File: src/rtl/pdi_pkg.sv
package pdi_pkg;
    typedef enum logic [1:0] {
        ST_IDLE = 2'd0,
        ST_LOAD = 2'd1,
        ST_EMIT = 2'd2
    } pdi_state_e;
endpackage

File: src/rtl/pdi_addr_map.sv
// Maps (sector, column) of an incoming raw byte to its buffer slot.
module pdi_addr_map #(
    parameter int SW = 7,
    parameter int PW = 5,
    parameter int NW = 3,
    parameter int CW = 7,
    parameter int AW = 9
) (
    input  logic [NW-1:0] sec_idx,
    input  logic [CW-1:0] col,
    input  logic [SW-1:0] sect,
    input  logic [PW-1:0] spare,
    input  logic [PW-1:0] free,
    input  logic [NW-1:0] nsect,
    input  logic          linear,
    input  logic          swap_en,
    output logic [AW-1:0] addr,
    output logic          keep
);
    logic [AW-1:0] a_sec, a_col, a_sect, a_spare, a_free, a_n;
    logic [AW-1:0] page_len, pos_data, pos_free, base;
    logic          swap_on;

    always_comb begin
        a_sec    = AW'(sec_idx);
        a_col    = AW'(col);
        a_sect   = AW'(sect);
        a_spare  = AW'(spare);
        a_free   = AW'(free);
        a_n      = AW'(nsect);
        page_len = a_n * a_sect;
        pos_data = page_len - (a_n - 1'b1) * a_spare;
        pos_free = page_len + (a_n - 1'b1) * a_free;
        swap_on  = linear && swap_en && (nsect > NW'(1));
        keep     = 1'b1;
        if (!linear) begin
            base = a_sec * (a_sect + a_spare) + a_col;
        end else if (a_col < a_sect) begin
            base = a_sec * a_sect + a_col;
        end else if (a_col < a_sect + a_free) begin
            base = page_len + a_sec * a_free + (a_col - a_sect);
        end else begin
            base = '0;
            keep = 1'b0;
        end
        if (swap_on && base == pos_data)      addr = pos_free;
        else if (swap_on && base == pos_free) addr = pos_data;
        else                                  addr = base;
    end
endmodule

File: src/rtl/pdi_page_buf.sv
module pdi_page_buf #(
    parameter int DEPTH = 320,
    parameter int AW    = 9
) (
    input  logic          clk,
    input  logic          we,
    input  logic [AW-1:0] waddr,
    input  logic [7:0]    wdata,
    input  logic [AW-1:0] raddr,
    output logic [7:0]    rdata
);
    logic [7:0] mem [DEPTH];

    always_ff @(posedge clk) begin
        if (we) mem[waddr] <= wdata;
    end

    assign rdata = mem[raddr];
endmodule

File: src/rtl/page_deinterleave.sv
module page_deinterleave #(
    parameter int MAX_SECT  = 64,
    parameter int MAX_SPARE = 16,
    parameter int MAX_NSECT = 4,
    localparam int SW    = $clog2(MAX_SECT + 1),
    localparam int PW    = $clog2(MAX_SPARE + 1),
    localparam int NW    = $clog2(MAX_NSECT + 1),
    localparam int CW    = $clog2(MAX_SECT + MAX_SPARE + 1),
    localparam int DEPTH = MAX_NSECT * (MAX_SECT + MAX_SPARE),
    localparam int AW    = $clog2(DEPTH + 1)
) (
    input  logic          clk,
    input  logic          rst_n,
    input  logic [SW-1:0] cfg_sect_bytes,
    input  logic [PW-1:0] cfg_spare_bytes,
    input  logic [PW-1:0] cfg_free_bytes,
    input  logic [NW-1:0] cfg_sectors,
    input  logic          cfg_linear,
    input  logic          cfg_bbm_swap,
    input  logic [7:0]    in_data,
    input  logic          in_valid,
    output logic          in_ready,
    output logic [7:0]    out_data,
    output logic          out_valid,
    input  logic          out_ready,
    output logic          done
);
    import pdi_pkg::*;

    pdi_state_e    st, st_nxt;
    logic [SW-1:0] c_sect;
    logic [PW-1:0] c_spare, c_free;
    logic [NW-1:0] c_n;
    logic          c_lin, c_swap;
    logic [CW-1:0] col;
    logic [NW-1:0] sec;
    logic [AW-1:0] rd_ptr, out_len, map_addr;
    logic [CW-1:0] unit_len;
    logic          map_keep, last_in, last_out, wr_en, done_q;

    assign unit_len = CW'(c_sect) + CW'(c_spare);
    assign out_len  = c_lin ? AW'(c_n) * (AW'(c_sect) + AW'(c_free))
                            : AW'(c_n) * AW'(unit_len);
    assign last_in  = (col == unit_len - 1'b1) && (sec == c_n - 1'b1);
    assign last_out = (rd_ptr == out_len - 1'b1);

    pdi_addr_map #(.SW(SW), .PW(PW), .NW(NW), .CW(CW), .AW(AW)) u_map (
        .sec_idx(sec), .col(col), .sect(c_sect), .spare(c_spare),
        .free(c_free), .nsect(c_n), .linear(c_lin), .swap_en(c_swap),
        .addr(map_addr), .keep(map_keep)
    );

    pdi_page_buf #(.DEPTH(DEPTH), .AW(AW)) u_buf (
        .clk(clk), .we(wr_en), .waddr(map_addr), .wdata(in_data),
        .raddr(rd_ptr), .rdata(out_data)
    );

    // next state
    always_comb begin
        st_nxt = st;
        unique case (st)
            ST_IDLE: if (in_valid) st_nxt = ST_LOAD;
            ST_LOAD: if (in_valid && last_in) st_nxt = ST_EMIT;
            ST_EMIT: if (out_ready && last_out) st_nxt = ST_IDLE;
            default: st_nxt = ST_IDLE;
        endcase
    end

    // state register
    always_ff @(posedge clk or negedge rst_n) begin
        if (!rst_n) st <= ST_IDLE;
        else        st <= st_nxt;
    end

    // outputs
    always_comb begin
        in_ready  = (st == ST_LOAD);
        out_valid = (st == ST_EMIT);
        wr_en     = in_ready && in_valid && map_keep;
        done      = done_q;
    end

    // datapath registers
    always_ff @(posedge clk or negedge rst_n) begin
        if (!rst_n) begin
            c_sect <= '0; c_spare <= '0; c_free <= '0; c_n <= '0;
            c_lin  <= 1'b0; c_swap <= 1'b0;
            col    <= '0; sec <= '0; rd_ptr <= '0; done_q <= 1'b0;
        end else begin
            done_q <= (st == ST_EMIT) && out_ready && last_out;
            unique case (st)
                ST_IDLE: begin
                    c_sect <= cfg_sect_bytes;  c_spare <= cfg_spare_bytes;
                    c_free <= cfg_free_bytes;  c_n     <= cfg_sectors;
                    c_lin  <= cfg_linear;      c_swap  <= cfg_bbm_swap;
                    col    <= '0; sec <= '0; rd_ptr <= '0;
                end
                ST_LOAD: if (in_valid) begin
                    if (col == unit_len - 1'b1) begin
                        col <= '0;
                        sec <= sec + 1'b1;
                    end else begin
                        col <= col + 1'b1;
                    end
                end
                ST_EMIT: if (out_ready) rd_ptr <= rd_ptr + 1'b1;
                default: ;
            endcase
        end
    end

    // checks
    assert_hold_R9: assert property (@(posedge clk) disable iff (!rst_n)
        out_valid && !out_ready |=> out_valid && $stable(out_data));
    assert_no_overlap_R3: assert property (@(posedge clk) disable iff (!rst_n)
        !(in_ready && out_valid));
    assert_done_pulse_R10: assert property (@(posedge clk) disable iff (!rst_n)
        done |=> !done);
    assert_done_after_emit_R10: assert property (@(posedge clk) disable iff (!rst_n)
        $rose(done) |-> $past(out_valid) && $past(out_ready));
    assert_map_bound_R4: assert property (@(posedge clk) disable iff (!rst_n)
        wr_en |-> map_addr < out_len);
endmodule

File: config.mk
export PLATFORM = sky130hd
export DESIGN_NAME = page_deinterleave
export DESIGN_NICKNAME = d
export VERILOG_FILES = /design/src/rtl/pdi_pkg.sv /design/src/rtl/pdi_addr_map.sv /design/src/rtl/pdi_page_buf.sv /design/src/rtl/page_deinterleave.sv
export SDC_FILE = /design/constraint.sdc
export NUM_CORES = 2
export LEC_CHECK = 0
export CORE_MARGIN = 4
export CORE_UTILIZATION = 35
export CTS_BUF_LIST = sky130_fd_sc_hd__clkbuf_2 sky130_fd_sc_hd__clkbuf_4 sky130_fd_sc_hd__clkbuf_8
export CTS_CLUSTER_DIAMETER = 40
export DETAILED_ROUTE_END_ITERATION = 8
export DONT_BUFFER_PORTS = 1
export PLACE_DENSITY = 0.6
export SLEW_MARGIN = 5
export SYNTH_ARGS = -nofsm -noshare
export SYNTH_HDL_FRONTEND = slang
export SYNTH_SLANG_ARGS = --single-unit
export TNS_END_PERCENT = 10
File: constraint.sdc
create_clock -name clk -period 11.2 [get_ports clk]
set_input_delay 2.24 -clock clk [delete_from_list [all_inputs] [get_ports clk]]
set_output_delay 2.24 -clock clk [all_outputs]
set_load 0.05 [all_outputs]
==> flow_summary_export.csv <==
group,metric,value,unit
worst_setup_path,crit_path_end_kind,"register",
synthesis,ys_ff_latch,2604,
clocking,clock_latency,1.07,ns
placed_design,gp_congestion,0.8464,
global_routing,grt_max_degree,321,
worst_setup_path,path_delay_family,"adder cells",
detailed_routing,first_iter_violations,6135,
outcome,violations,"slew limit",
clocking,cts_tree,"built",
die,dieWidth,570.5,um
worst_setup_path,cp_num_buf_inv,4,
synthesis,async_flop_share,0.01690,
pwr,irDropWorstVdd,0.0007906,V
clocking,cts_setup_buffers,0,
worst_setup_path,crit_path_top_delay_cell,"nor3_1",
pwr,switching_share,0.3822,
timing,finalCriticalPeriod,10.38,ns
global_routing,gr-total-overflow,0,
detailed_routing,drt-total-wl,281.5,mm
global_routing,grt_pass1_wl,410.2,mm
clocking,cts-root-buf,"clkbuf_8",
die,io_pins,45,
synthesis,yosysWarningCount,0,
worst_setup_path,cp_common_cell,"fa_1",
worst_setup_path,max_stage_delay,0.97,ns
detailed_routing,drc,0,
timing,finalSetupViolCount,0,
synthesis,yosysSeqAreaShare,0.7042,
finish,layout-drive-gt1-share,0.3239,
global_routing,antenna_found_initial,14,
detailed_routing,via_count,55536,
worst_setup_path,path_class,"reg -> reg",
placed_design,placed_cells,9392,
die,initial_utilization,0.3515,
timing,relSlewSlack,-0.1819,
timing,final_max_slew_viol_count,248,
clocking,cts.repair.resized,0,
die,row_count,206,
timing,grt_setup_unrepaired,"no",
finish,instances_no_fill,10169,
finish,final_cell_mix,"2560 x edfxtp_1, 845 x mux4_2, 423 x clkbuf_8",
job,cap_violations,0,
finish,mostFrequentLayoutCell,"edfxtp_1",
timing,worst_pin_slew,1.773,ns
die,core,315000,um^2
die,fp.dieH,570.5,um
detailed_routing,via_per_inst,5.461,
placed_design,portBuffers,0,
worst_hold_path,hold_class,"reg -> reg",
pwr,p_sw,11920,uW
synthesis,ys.flop_type,"edfxtp_1",
worst_setup_path,critical_path.startpoint_type,"register",
pwr,power_density,250.0,nW/um^2
pwr,p_clk_frac,0.265,
clocking,cts.htree.levels,5,
worst_setup_path,arrival,11.04,ns
global_routing,grt_pass1_vias,56941,
worst_setup_path,path_cells,"inv_1 > nor2_1 > fa_1 > ha_1 > fa_1 > a211oi_1 > o21ai_0 > fa_1 > fa_1 > fa_1 > inv_1 > ha_1 > nor2_1 > nor2_1 > o41ai_1 > xnor2_1 > xor2_1 > a2111o_1 > or3_1 > buf_4 > a31oi_4 > nand3_2 > buf_4 > nor3_1",
synthesis,synth.avg_cell_area,20.60,um^2
synthesis,syn_inst,5374,
timing,fin_tns_setup,0,ns
detailed_routing,first_pass_iters,5,
clocking,clk_pin_slew,0.06,ns
pwr,p_int,19270,uW
pwr,combPwrFrac,0.378,
finish,syn_to_final_growth,12.68,%
synthesis,synth_edf_count,2560,
placed_design,place_hpwl,166.7,mm
synthesis,synth_area,110700,um^2
worst_setup_path,critPathRequiredTime,11.86,ns
clocking,max-clock-path-buffers,4,
synthesis,yosysUniqueCellTypes,99,
synthesis,syn_nets,5624,
timing,fmax,0.09635,GHz
clocking,cts_sinks,2604,
pwr,leakagePower,0.03771,uW
outcome,status,"finished with violations",
finish,nets,5904,
timing,hold_viol,0,
detailed_routing,drtAntennaViolNets,0,
detailed_routing,wire_per_inst,27.69,um
timing,finalCritPeriodShare,0.9267,
die,dieArea,325400,um^2
pwr,pwr-share-seq,0.356,
global_routing,gr-usage-all-layers,0.1706,
clocking,cts_inserted_buffers,420,
timing,fin_skew,0.08136,ns
worst_setup_path,crit_fanout,16,
clocking,hold_buffers,0,
## worst paths after layout
path                             start               end  slack, ns  depth (start not counted)
worst min register to register  c_swap            c_swap       0.50                          2
worst min-delay path            c_swap            c_swap       0.50                          2
worst max-delay path            c_n[1]  u_buf.mem[31][0]       0.82                         24
worst max register to register  c_n[1]  u_buf.mem[31][0]       0.82                         24
min in group asynchronous        rst_n        c_spare[2]       0.86                          0
max in group asynchronous        rst_n         rd_ptr[0]      10.23                          0
## state kept, by name, indices dropped and copies added (netlist names)
name,flops
c_swap,1
col,7
c_spare,5
c_free,5
done,1
rd_ptr,9
u_buf.mem,2560
sec,3
c_lin,1
c_sect,7
c_n,3
st,2
## per-stage QoR
step	hold slack, ns	power [uW]	area [um^2]	utilization	setup WS, ns
after global routing	0.5426	32950	124800	0.3961	0.1998
after CTS	0.4970	31290	124700	0.3959	0.6379
after detailed placement	0.4832	22980	116200	0.3690	0.7066
final	0.4961	31200	124800	0.3961	0.8210
after floorplan	0.4460	19780	110700	-	2.807
after global placement	0.4697	22970	116200	0.3690	1.069
## area by class of cell
type	count	area, um^2
clock inverters	239	1827
repair buffers	178	1515
multi-input cells	2305	31030
inverters	145	544.3
clock buffers	531	6633
diodes	7	17.52
flip-flops and latches	2604	78000
well taps	4160	5205
fillers	27914	190200
## synth_stat cells, types with 10 or more instances
| cell | instances | area, um^2 |
|---|---|---|
| nand4_1 | 23 | 143.9 |
| a21oi_1 | 46 | 230.2 |
| nor2_1 | 115 | 431.7 |
| a31oi_1 | 10 | 62.56 |
| and2_1 | 51 | 319.1 |
| buf_4 | 16 | 120.1 |
| nor3_1 | 170 | 850.8 |
| nor4_1 | 36 | 225.2 |
| o21ai_0 | 70 | 350.3 |
| ha_1 | 114 | 1426 |
| nor3_2 | 114 | 1141 |
| nand2_1 | 162 | 608.1 |
| a21o_1 | 17 | 127.6 |
| edfxtp_1 | 2560 | 76870 |
| buf_1 | 82 | 307.8 |
| mux4_2 | 845 | 19030 |
| buf_2 | 51 | 255.2 |
| mux2i_1 | 11 | 110.1 |
| xor2_1 | 28 | 245.2 |
| fa_1 | 102 | 2042 |
| o31ai_1 | 11 | 82.58 |
| dfrtp_1 | 44 | 1101 |
| nand2b_1 | 15 | 93.84 |
| xnor2_1 | 74 | 648.1 |
| inv_1 | 142 | 533.0 |
| nor2b_1 | 37 | 231.5 |
| nor4_2 | 14 | 175.2 |
| buf_6 | 14 | 157.7 |
| clkbuf_1 | 157 | 589.3 |
| nand3_1 | 33 | 165.2 |
## tightest hold or removal path, delay by kind of cell (launching register included)
kind          cells  cell delay (ns)
simple gates      2             0.12
flops             1             0.34
## power by group through the flow
stage / logic [uW] / registers (uW) / clock network, uW
3_5_place_dp: 11700 / 11300 / 0
2_1_floorplan: 8580 / 11200 / 0
6_report: 11800 / 11100 / 8280
3_3_place_gp: 11700 / 11300 / 0
4_1_cts: 11700 / 11100 / 8460
5_1_grt: 12900 / 11100 / 8940
## routing by layer
metal,wire (um),GRT usage,share of wire,vias to the layer above
met3,20680,0.03247,0.073,436
met4,6927,0.04342,0.025,4
met1,119100,0.2419,0.42,29859
met2,134800,0.2721,0.48,2294
met5,24,0,0.000085,-
li1,-,-,-,22943
## kinds of logic (layout without fill, tap and decap cells)
| kind of cell | after synthesis | in the layout | share of synthesized area |
|---|---|---|---|
| DFF | 2604 | 2604 | 0.7042 |
| muxes | 865 | 865 | 0.1738 |
| and+or+nand+nor | 836 | 836 | 0.04525 |
| buffers and inverters | 465 | 1093 | 0.01783 |
| AOI/OAI and AO/OA | 284 | 284 | 0.01930 |
| adders and majority gates | 216 | 216 | 0.03132 |
| xor gates and xnor gates | 103 | 103 | 0.008272 |
| other | 1 | 8 | 0.00003387 |
(Power assumes the default switching activity.)
